**config.mk**
```make
export PLATFORM = sky130hd
export DESIGN_NAME = line_mode_ctrl
export DESIGN_NICKNAME = d
export VERILOG_FILES = /design/src/rtl/lm_pkg.sv /design/src/rtl/lm_strap_capture.sv /design/src/rtl/lm_mode_reg.sv /design/src/rtl/lm_line_path.sv /design/src/rtl/lm_de_ctrl.sv /design/src/rtl/line_mode_ctrl.sv
export SDC_FILE = /design/constraint.sdc
export NUM_CORES = 1
export LEC_CHECK = 0
export BUFFER_PORTS_ARGS = -buffer_cell sky130_fd_sc_hd__buf_4
export CAP_MARGIN = 20
export CORE_MARGIN = 3
export CORE_UTILIZATION = 51
export CTS_CLUSTER_DIAMETER = 30
export DETAILED_ROUTE_END_ITERATION = 16
export GPL_ROUTABILITY_DRIVEN = 0
export PLACE_DENSITY = 0.85
export SETUP_SLACK_MARGIN = 0.3
export SLEW_MARGIN = 20
export SYNTH_ARGS = -nofsm -noshare
export SYNTH_HDL_FRONTEND = slang
export SYNTH_SLANG_ARGS = --single-unit
```
**constraint.sdc**
```tcl
create_clock -name clk_i -period 2.1 [get_ports clk_i]
set_input_delay 0.42 -clock clk_i [delete_from_list [all_inputs] [get_ports clk_i]]
set_output_delay 0.42 -clock clk_i [all_outputs]
set_load 0.02 [all_outputs]
```
**src/rtl/lm_pkg.sv**
```systemverilog
`timescale 1ns/1ps
package lm_pkg;
  typedef enum logic {DE_IDLE = 1'b0, DE_BUSY = 1'b1} de_state_e;

  typedef struct packed {
    logic ir;
    logic rs485;
    logic pol;
  } mode_t;
endpackage

```
**src/rtl/lm_strap_capture.sv**
```systemverilog
`timescale 1ns/1ps
module lm_strap_capture #(
  parameter int SYNC_STAGES = 2
) (
  input  logic clk_i,
  input  logic rst_ni,
  input  logic soft_rst_i,
  input  logic ir_strap_i,
  input  logic rs485_strap_i,
  output logic ir_sync_o,
  output logic rs485_sync_o,
  output logic load_o
);
  localparam int WAIT_INIT = SYNC_STAGES + 1;
  localparam int WAIT_W    = $clog2(WAIT_INIT + 1);

  logic [SYNC_STAGES-1:0] ir_ff_q, rs_ff_q;
  logic [WAIT_W-1:0]      wait_q;

  always_ff @(posedge clk_i or negedge rst_ni) begin
    if (!rst_ni) begin
      ir_ff_q <= '0;
      rs_ff_q <= '0;
    end else begin
      ir_ff_q <= {ir_ff_q[SYNC_STAGES-2:0], ir_strap_i};
      rs_ff_q <= {rs_ff_q[SYNC_STAGES-2:0], rs485_strap_i};
    end
  end

  // counts down through synchronizer latency; load fires on the last step
  always_ff @(posedge clk_i or negedge rst_ni) begin
    if (!rst_ni)                wait_q <= WAIT_W'(WAIT_INIT);
    else if (soft_rst_i)        wait_q <= WAIT_W'(WAIT_INIT);
    else if (wait_q != '0)      wait_q <= wait_q - 1'b1;
  end

  assign ir_sync_o    = ir_ff_q[SYNC_STAGES-1];
  assign rs485_sync_o = rs_ff_q[SYNC_STAGES-1];
  assign load_o       = (wait_q == WAIT_W'(1));
endmodule

```
**src/rtl/lm_mode_reg.sv**
```systemverilog
`timescale 1ns/1ps
module lm_mode_reg
  import lm_pkg::*;
(
  input  logic  clk_i,
  input  logic  rst_ni,
  input  logic  load_i,
  input  logic  ir_strap_i,
  input  logic  rs485_strap_i,
  input  logic  wr_ir_i,
  input  logic  wr_rs485_i,
  input  logic  wr_pol_i,
  input  logic  wr_val_i,
  output mode_t mode_o
);
  mode_t mode_q;

  always_ff @(posedge clk_i or negedge rst_ni) begin
    if (!rst_ni) begin
      mode_q <= '0;
    end else if (load_i) begin
      mode_q.ir    <= ir_strap_i;
      mode_q.rs485 <= rs485_strap_i;
      mode_q.pol   <= 1'b0;
    end else begin
      if (wr_ir_i)    mode_q.ir    <= wr_val_i;
      if (wr_rs485_i) mode_q.rs485 <= wr_val_i;
      if (wr_pol_i)   mode_q.pol   <= wr_val_i;
    end
  end

  assign mode_o = mode_q;
endmodule

```
**src/rtl/lm_line_path.sv**
```systemverilog
`timescale 1ns/1ps
module lm_line_path (
  input  logic ir_en_i,
  input  logic rx_pol_i,
  input  logic core_tx_i,
  output logic tx_o,
  input  logic rx_i,
  output logic core_rx_o,
  input  logic core_rts_i,
  input  logic core_dtr_i,
  output logic rts_n_o,
  output logic dtr_n_o,
  input  logic cts_n_i,
  input  logic dsr_n_i,
  input  logic cd_n_i,
  input  logic ri_n_i,
  output logic cts_o,
  output logic dsr_o,
  output logic cd_o,
  output logic ri_o
);
  always_comb begin
    tx_o      = ir_en_i ? ~core_tx_i : core_tx_i;
    // infrared line idles low; pol=0 treats a low pin as mark
    core_rx_o = (ir_en_i && !rx_pol_i) ? ~rx_i : rx_i;
  end

  assign rts_n_o = ~core_rts_i;
  assign dtr_n_o = ~core_dtr_i;
  assign cts_o   = ~cts_n_i;
  assign dsr_o   = ~dsr_n_i;
  assign cd_o    = ~cd_n_i;
  assign ri_o    = ~ri_n_i;
endmodule

```
**src/rtl/lm_de_ctrl.sv**
```systemverilog
`timescale 1ns/1ps
module lm_de_ctrl
  import lm_pkg::*;
#(
  parameter int FRAME_W = 4
) (
  input  logic               clk_i,
  input  logic               rst_ni,
  input  logic               en_i,
  input  logic               core_tx_i,
  input  logic               bit_tick_i,
  input  logic [FRAME_W-1:0] frame_bits_i,
  output logic               de_o
);
  de_state_e          state_q;
  logic [FRAME_W-1:0] cnt_q;
  logic               start;
  logic               last_bit;

  assign start    = en_i && (state_q == DE_IDLE) && !core_tx_i;
  assign last_bit = (cnt_q == frame_bits_i - FRAME_W'(1));

  always_ff @(posedge clk_i or negedge rst_ni) begin
    if (!rst_ni) begin
      state_q <= DE_IDLE;
      cnt_q   <= '0;
    end else if (!en_i) begin
      state_q <= DE_IDLE;
      cnt_q   <= '0;
    end else if (start) begin
      state_q <= DE_BUSY;
      cnt_q   <= '0;
    end else if (state_q == DE_BUSY && bit_tick_i) begin
      if (last_bit) begin
        state_q <= DE_IDLE;
        cnt_q   <= '0;
      end else begin
        cnt_q <= cnt_q + 1'b1;
      end
    end
  end

  // combinational start term keeps the driver on for the first start-bit cycle
  assign de_o = en_i && ((state_q == DE_BUSY) || !core_tx_i);
endmodule

```
**src/rtl/line_mode_ctrl.sv**
```systemverilog
`timescale 1ns/1ps
module line_mode_ctrl
  import lm_pkg::*;
#(
  parameter int NUM_CH      = 2,
  parameter int FRAME_W     = 4,
  parameter int SYNC_STAGES = 2
) (
  input  logic                       clk_i,
  input  logic                       rst_ni,
  input  logic                       soft_rst_i,
  input  logic                       ir_strap_i,
  input  logic                       rs485_strap_i,
  input  logic [NUM_CH-1:0]          wr_ir_i,
  input  logic [NUM_CH-1:0]          wr_rs485_i,
  input  logic [NUM_CH-1:0]          wr_pol_i,
  input  logic [NUM_CH-1:0]          wr_val_i,
  output logic [NUM_CH-1:0]          ir_en_o,
  output logic [NUM_CH-1:0]          rs485_en_o,
  output logic [NUM_CH-1:0]          rx_pol_o,
  input  logic [NUM_CH-1:0]          core_tx_i,
  output logic [NUM_CH-1:0]          tx_o,
  input  logic [NUM_CH-1:0]          rx_i,
  output logic [NUM_CH-1:0]          core_rx_o,
  input  logic [NUM_CH-1:0]          bit_tick_i,
  input  logic [NUM_CH*FRAME_W-1:0]  frame_bits_i,
  output logic [NUM_CH-1:0]          de_o,
  input  logic [NUM_CH-1:0]          core_rts_i,
  input  logic [NUM_CH-1:0]          core_dtr_i,
  output logic [NUM_CH-1:0]          rts_n_o,
  output logic [NUM_CH-1:0]          dtr_n_o,
  input  logic [NUM_CH-1:0]          cts_n_i,
  input  logic [NUM_CH-1:0]          dsr_n_i,
  input  logic [NUM_CH-1:0]          cd_n_i,
  input  logic [NUM_CH-1:0]          ri_n_i,
  output logic [NUM_CH-1:0]          cts_o,
  output logic [NUM_CH-1:0]          dsr_o,
  output logic [NUM_CH-1:0]          cd_o,
  output logic [NUM_CH-1:0]          ri_o
);
  logic ir_sync, rs485_sync, strap_load;

  lm_strap_capture #(.SYNC_STAGES(SYNC_STAGES)) u_strap (
    .clk_i         (clk_i),
    .rst_ni        (rst_ni),
    .soft_rst_i    (soft_rst_i),
    .ir_strap_i    (ir_strap_i),
    .rs485_strap_i (rs485_strap_i),
    .ir_sync_o     (ir_sync),
    .rs485_sync_o  (rs485_sync),
    .load_o        (strap_load)
  );

  for (genvar c = 0; c < NUM_CH; c++) begin : g_ch
    mode_t mode;

    lm_mode_reg u_mode (
      .clk_i         (clk_i),
      .rst_ni        (rst_ni),
      .load_i        (strap_load),
      .ir_strap_i    (ir_sync),
      .rs485_strap_i (rs485_sync),
      .wr_ir_i       (wr_ir_i[c]),
      .wr_rs485_i    (wr_rs485_i[c]),
      .wr_pol_i      (wr_pol_i[c]),
      .wr_val_i      (wr_val_i[c]),
      .mode_o        (mode)
    );

    assign ir_en_o[c]    = mode.ir;
    assign rs485_en_o[c] = mode.rs485;
    assign rx_pol_o[c]   = mode.pol;

    lm_line_path u_path (
      .ir_en_i    (mode.ir),
      .rx_pol_i   (mode.pol),
      .core_tx_i  (core_tx_i[c]),
      .tx_o       (tx_o[c]),
      .rx_i       (rx_i[c]),
      .core_rx_o  (core_rx_o[c]),
      .core_rts_i (core_rts_i[c]),
      .core_dtr_i (core_dtr_i[c]),
      .rts_n_o    (rts_n_o[c]),
      .dtr_n_o    (dtr_n_o[c]),
      .cts_n_i    (cts_n_i[c]),
      .dsr_n_i    (dsr_n_i[c]),
      .cd_n_i     (cd_n_i[c]),
      .ri_n_i     (ri_n_i[c]),
      .cts_o      (cts_o[c]),
      .dsr_o      (dsr_o[c]),
      .cd_o       (cd_o[c]),
      .ri_o       (ri_o[c])
    );

    lm_de_ctrl #(.FRAME_W(FRAME_W)) u_de (
      .clk_i        (clk_i),
      .rst_ni       (rst_ni),
      .en_i         (mode.rs485),
      .core_tx_i    (core_tx_i[c]),
      .bit_tick_i   (bit_tick_i[c]),
      .frame_bits_i (frame_bits_i[c*FRAME_W +: FRAME_W]),
      .de_o         (de_o[c])
    );
  end
endmodule

```
==> flow_metrics.py, run 1 <==
metrics = {
    "pwr": {
        "power_frac_clock_pct": 22.5,
        "leakage_nw": 0.965,
        "power_density_nw_per_um2": 767,
        "power_switching_share_pct": 33.6,
        "p_int_w": 0.000948,
        "power_frac_seq_pct": 38.4,
        "p_switching_w": 0.000479,
        "combPwrFrac_pct": 39.0,
        "ir_worst_vdd_v": 0.000700,
    },
    "hold_path": {
        "min-delay-start": "rs485_strap_i",
        "min_to": "u_strap.rs_ff_q[0]",
        "hold-path-cell-count": 1,
        "min_path_type": "input port to flip-flop",
    },
    "global_routing": {
        "grt_pass1_wl_um": 4570,
        "grt_pass1_vias": 1081,
        "grt_use_total_pct": 16.7,
        "overflow": 0,
        "antenna_found_initial": 0,
        "grt_max_degree": 23,
    },
    "clock_tree": {
        "clock-sinks": 22,
        "cts_root_buffer": "clkbuf_4",
        "cts_resized": 0,
        "h-tree-depth": 1,
        "cts_setup_buffers": 0,
        "cts.clk_slew.worst_paths_ns": 0.12,
        "clockBufferDepth": 2,
        "ctsHoldBuffers": 1,
        "cts_tree": "built",
        "cts_buffers": 3,
        "clkLatencyLatePin_ns": 0.31,
    },
    "routing": {
        "viasPerCell": 5.04,
        "ant_nets": 0,
        "drc": 0,
        "drtIter0Drc": 18,
        "drt-pass1-iter-count": 4,
        "routedWlPerCell_um": 12.7,
        "num_vias": 1170,
        "finalWirelength_um": 2940,
    },
    "yosys": {
        "synth_xor_xnor_area_share_pct": 10.9,
        "yosys.area_share.simple_pct": 15.5,
        "syn_area_um2": 1480,
        "synth_top_family_by_area": "buffers and inverters",
        "synth-main-ff-cell": "dfrtp_1",
        "synthMuxAreaShare_pct": 2.03,
        "yosysTopAreaCell": "dfrtp_1",
        "yosysMostFrequentCell": "buf_4",
        "ys_async_sr_fraction_pct": 100,
        "yosys.area.top_type_share_pct": 33.9,
        "synth_area_leaders": "dfrtp_1, buf_4, inv_1",
        "synthAdderAreaFrac_pct": 5.08,
        "synth_cells": 160,
        "syn_nets": 205,
        "synth_edf_count": 0,
        "synth_area_per_cell_um2": 9.24,
        "synth_seq_cells": 22,
        "synth-seq-area-share_pct": 37.4,
        "yosysWarnings": 0,
        "synth_common_cells": "buf_4, inv_1, dfrtp_1, nand2_1, xnor2_1",
        "synth_compound_area_share_pct": 11.3,
        "synth.distinct_cells": 33,
    },
    "placed_design": {
        "place_area_um2": 1800,
        "numPortBuffers": 62,
        "place_hpwl_um": 2440,
        "placedCellCount": 227,
        "place_ws_ns": 0.430,
    },
    "die": {
        "fp.dieW_um": 59.8,
        "coreArea_um2": 2610,
        "rows": 18,
        "start_util_pct": 56.6,
        "dieHeight_um": 59.8,
        "ios": 63,
        "die-area_um2": 3580,
    },
    "timing": {
        "worst_pin_slew_ns": 0.325,
        "finalHoldViolCount": 0,
        "worst_slack_ns": 0.483,
        "relSlewSlack_pct": 78.2,
        "grt_setup_unrepaired": "false",
        "final.period_utilization_pct": 77.0,
        "finalSetupViolations": 0,
        "final.setup.tns_ns": 0,
        "fmax_mhz": 619,
        "min_period_ns": 1.62,
        "slew_viol_final": 0,
        "hold_ws_ns": 0.204,
        "fin_worst_skew_ns": 0.00627,
    },
    "setup_path": {
        "r2r-start": "g_ch[0].u_de.cnt_q[3]",
        "worstSetupStartpointType": "flip-flop",
        "crit_chain": "inv_1 -> a21boi_0 -> buf_4",
        "cp.required_ns": 1.68,
        "crit_arrival_ns": 1.20,
        "critical_path.top_delay_family": "flip-flops",
        "crit_path_end_kind": "primary output",
        "cp_slowest_stage_delay_ns": 0.41,
        "r2r_end": "g_ch[0].u_de.cnt_q[3]",
        "critPathSlowestCell": "dfrtp_1",
        "worstSetupPathType": "flip-flop to primary output",
        "path_max_fanout": 5,
        "path_buf_inv": 2,
        "reg2reg_slack_ns": 0.72,
        "r2r_cells": 4,
    },
    "final_layout": {
        "n_antenna_cell": 0,
        "area_growth_pct": 25.8,
        "fin_cells": 232,
        "final_nets": 248,
        "multi_input_area_um2": 662,
        "num-fill-cells": 192,
        "seqCellArea_um2": 553,
        "design_area_um2": 1860,
        "drive_gt1_share_pct": 36.1,
    },
    "job": {
        "maxCapViolCount": 0,
    },
    "status": {
        "outcome": "finished, final reports clean",
    },
}
-- power groups by stage --
stage          Clock, W  Combinational, W  Sequential (W)
6_report       0.000321          0.000557        0.000548
5_1_grt        0.000339          0.000608        0.000561
4_1_cts        0.000327          0.000563        0.000549
3_5_place_dp          0          0.000558        0.000557
3_3_place_gp          0          0.000541        0.000552
2_1_floorplan         0          0.000441        0.000543
-- cells by family (layout without fill, tap and decap cells) --
logic type      count (synthesis)  in the layout
buf+inv                        46             88
simple gates                   42             42
compound gates                 25             25
flops                          22             22
xor+xnor                       16             16
fa+ha+maj                       6              6
mux                             3              3
-- layout by cell type, fill, tap and decap left out, drive strengths merged, types with 5 or more instances in the layout --
cell type / count
o21ai: 10
buf: 62
nand3: 7
xnor2: 10
xor2: 5
inv: 21
ha: 6
nor2: 8
a211oi: 6
dfrtp: 20
nor2b: 8
nand2: 9
-- worst max-delay path by stage --
| stage | from | endpoint | slack (ns) | depth (start not counted) |
|---|---|---|---|---|
| 2_1_floorplan | frame_bits_i[0] | g_ch[0].u_de.cnt_q[2] | 0.64 | 5 |
| 3_3_place_gp | frame_bits_i[0] | g_ch[0].u_de.cnt_q[3] | 0.46 | 6 |
| 3_5_place_dp | frame_bits_i[4] | g_ch[1].u_de.cnt_q[3] | 0.43 | 7 |
| 5_1_grt | g_ch[1].u_de.state_q | de_o[1] | 0.39 | 3 |
| 4_1_cts | g_ch[0].u_mode.mode_o[0] | core_rx_o[0] | 0.46 | 3 |
| 6_report | g_ch[1].u_de.state_q | de_o[1] | 0.48 | 3 |
-- sequential cells by signal (all words and copies together) (netlist names) --
| register | count |
|---|---|
| u_strap.wait_q | 2 |
| g_ch.u_mode.mode_o | 6 |
| u_strap.ir_ff_q | 2 |
| g_ch.u_de.state_q | 2 |
| u_strap.rs_ff_q | 2 |
| g_ch.u_de.cnt_q | 8 |
-- per-stage QoR --
step | util, % | power [W]
2_1_floorplan | - | 0.000983
3_3_place_gp | 68.8 | 0.00109
3_5_place_dp | 68.8 | 0.00112
4_1_cts | 71.2 | 0.00144
5_1_grt | 71.2 | 0.00151
6_report | 71.2 | 0.00143
-- metal layers --
metal  share of wire [%]  wire, um  up-vias  GRT usage, %
met4                0.48        14        0          4.75
met3                 8.9       260        4          3.67
met5                   0         0        -             0
met1                  36      1070      541          18.3
li1                    -         -      580             -
met2                  54      1600       45          31.6
-- area by class of cell --
class | count | area share, %
Tap cell | 30 | 2.02
Multi-Input combinational cell | 92 | 35.6
Inverter | 21 | 4.24
Clock buffer | 3 | 1.21
Clock inverter | 1 | 1.62
Sequential cell | 22 | 29.7
Timing Repair Buffer | 63 | 25.6
Note: power is estimated with default switching activity, not from simulation.
==> run 2, diff against run 1 <==
--- a/config.mk
+++ b/config.mk
@@ -8,11 +8,11 @@
 export BUFFER_PORTS_ARGS = -buffer_cell sky130_fd_sc_hd__buf_4
 export CAP_MARGIN = 20
 export CORE_MARGIN = 3
-export CORE_UTILIZATION = 51
+export CORE_UTILIZATION = 47
 export CTS_CLUSTER_DIAMETER = 30
 export DETAILED_ROUTE_END_ITERATION = 16
 export GPL_ROUTABILITY_DRIVEN = 0
-export PLACE_DENSITY = 0.85
+export PLACE_DENSITY = 0.79
 export SETUP_SLACK_MARGIN = 0.3
 export SLEW_MARGIN = 20
 export SYNTH_ARGS = -nofsm -noshare
==> constraint.sdc (replaced) <==
create_clock -name clk_i -period 1.6 [get_ports clk_i]
set_input_delay 0.32 -clock clk_i [delete_from_list [all_inputs] [get_ports clk_i]]
set_output_delay 0.32 -clock clk_i [all_outputs]
set_load 0.02 [all_outputs]
==> flow_metrics.py, run 2 (synthesis gave the netlist of run 1 again) <==
metrics = {
    "timing": {
        "finalHoldViolCount": 0,
        "worst_pin_slew_ns": 0.355,
        "fin_worst_skew_ns": 0.00260,
        "finalSetupViolations": 0,
        "min_period_ns": 1.43,
        "worst_slack_ns": 0.170,
        "final.period_utilization_pct": 89.4,
        "slew_viol_final": 0,
        "fmax_mhz": 699,
        "grt_setup_unrepaired": "true",
        "relSlewSlack_pct": 76.3,
        "final.setup.tns_ns": 0,
    },
    "clock_tree": {
        "cts.clk_slew.worst_paths_ns": 0.11,
        "clock-sinks": 22,
        "cts_tree": "built",
        "cts_buffers": 3,
        "h-tree-depth": 1,
        "clkLatencyLatePin_ns": 0.30,
        "cts_root_buffer": "clkbuf_4",
        "clockBufferDepth": 2,
    },
    "final_layout": {
        "drive_gt1_share_pct": 50.7,
        "top_register": "g_ch.u_de.cnt_q",
        "final_nets": 259,
        "design_area_um2": 2080,
        "fin_cells": 255,
        "area_growth_pct": 40.5,
        "largest_reg_flops": 8,
        "n_antenna_cell": 0,
        "mostFrequentLayoutCells": "buf_4, inv_1, dfrtp_1",
        "final_common_cell": "buf_4",
    },
    "job": {
        "maxCapViolCount": 0,
    },
    "pwr": {
        "ir_worst_vdd_v": 0.000707,
        "leakage_nw": 1.06,
        "power_density_nw_per_um2": 929,
    },
    "die": {
        "die-area_um2": 3850,
        "rows": 19,
        "ios": 63,
        "fp.dieW_um": 62.1,
        "dieHeight_um": 62.1,
        "coreArea_um2": 2880,
        "start_util_pct": 51.4,
    },
    "routing": {
        "finalWirelength_um": 3040,
        "drtIter0Drc": 25,
        "num_vias": 1206,
        "ant_nets": 0,
        "routedWlPerCell_um": 11.9,
        "viasPerCell": 4.73,
        "drt-pass1-iter-count": 4,
        "drc": 0,
    },
    "setup_path": {
        "path_max_fanout": 2,
        "worstSetupPathType": "flip-flop to primary output",
        "worstSetupStartpointType": "flip-flop",
        "cp.required_ns": 1.28,
        "crit_arrival_ns": 1.11,
        "reg2reg_slack_ns": 0.20,
        "crit_path_end_kind": "primary output",
    },
    "global_routing": {
        "grt_pass1_vias": 1028,
        "antenna_found_initial": 0,
        "grt_max_degree": 23,
        "overflow": 0,
        "grt_use_total_pct": 14.4,
        "grt_pass1_wl_um": 4120,
    },
    "placed_design": {
        "numPortBuffers": 62,
        "placedCellCount": 239,
        "place_area_um2": 1820,
        "place_hpwl_um": 2300,
        "place_ws_ns": 0.0136,
    },
    "status": {
        "outcome": "finished, final reports clean",
    },
    "hold_path": {
        "min_path_type": "input port to flip-flop",
    },
}
run 2: report_power, final:
part,internal [W],switching [W]
clock network,0.000139,0.000156
registers,0.000648,0.0000787
logic,0.000468,0.000439
run 2: path summary, 6_finish.rpt:
| check | start | to | depth (start not counted) |
|---|---|---|---|
| worst max-delay path | g_ch[1].u_mode.mode_o[0] | core_rx_o[1] | 3 |
| worst min-delay path | rs485_strap_i | u_strap.rs_ff_q[0] | 1 |
| worst max register to register | g_ch[0].u_de.cnt_q[2] | g_ch[0].u_de.cnt_q[3] | 5 |
| worst min register to register | u_strap.ir_ff_q[0] | u_strap.ir_ff_q[1] | 0 |
| max in group asynchronous | rst_ni | u_strap.wait_q[0] | 2 |
| min in group asynchronous | rst_ni | g_ch[1].u_de.cnt_q[0] | 2 |
run 2: cell type report:
| class | count | area (um^2) |
|---|---|---|
| clock buffers | 4 | 36.3 |
| fillers | 197 | 801 |
| inverters | 21 | 78.8 |
| multi-input cells | 92 | 774 |
| flip-flops and latches | 22 | 557 |
| well taps | 42 | 52.6 |
| repair buffers | 74 | 577 |
run 2: metrics by stage:
step	hold WS (ns)	power [W]	util (%)
after global routing	0.0867	0.00206	72.2
after CTS	0.106	0.00184	67.1
after global placement	0.213	0.00144	63.2
after detailed placement	0.216	0.00146	63.2
after floorplan	0.0244	0.00129	-
final	0.115	0.00193	72.2
run 2: metal layers:
layer	GRT usage, %	vias up	share of wire (%)
li1	-	604	-
met1	16.6	563	38
met2	26.0	39	55
met3	4.55	0	6.9
met4	2.73	0	0
met5	0	-	0
run 2: critical path, cell delays in order, from the launching register on:
cell      delay (ns)
dfrtp_1         0.39
nand2b_4        0.15
xnor2_2         0.12
buf_4           0.15
run 2: repair_timing:
| action | CTS | global route |
|---|---|---|
| hold buffers | 1 | 0 |
| hold endpoints to repair | 20 | 0 |
| endpoints found under the setup margin | 12 | 23 |
| pin swaps | 9 | 11 |
| gates resized for setup | 8 | 23 |
| setup buffers | 5 | 6 |
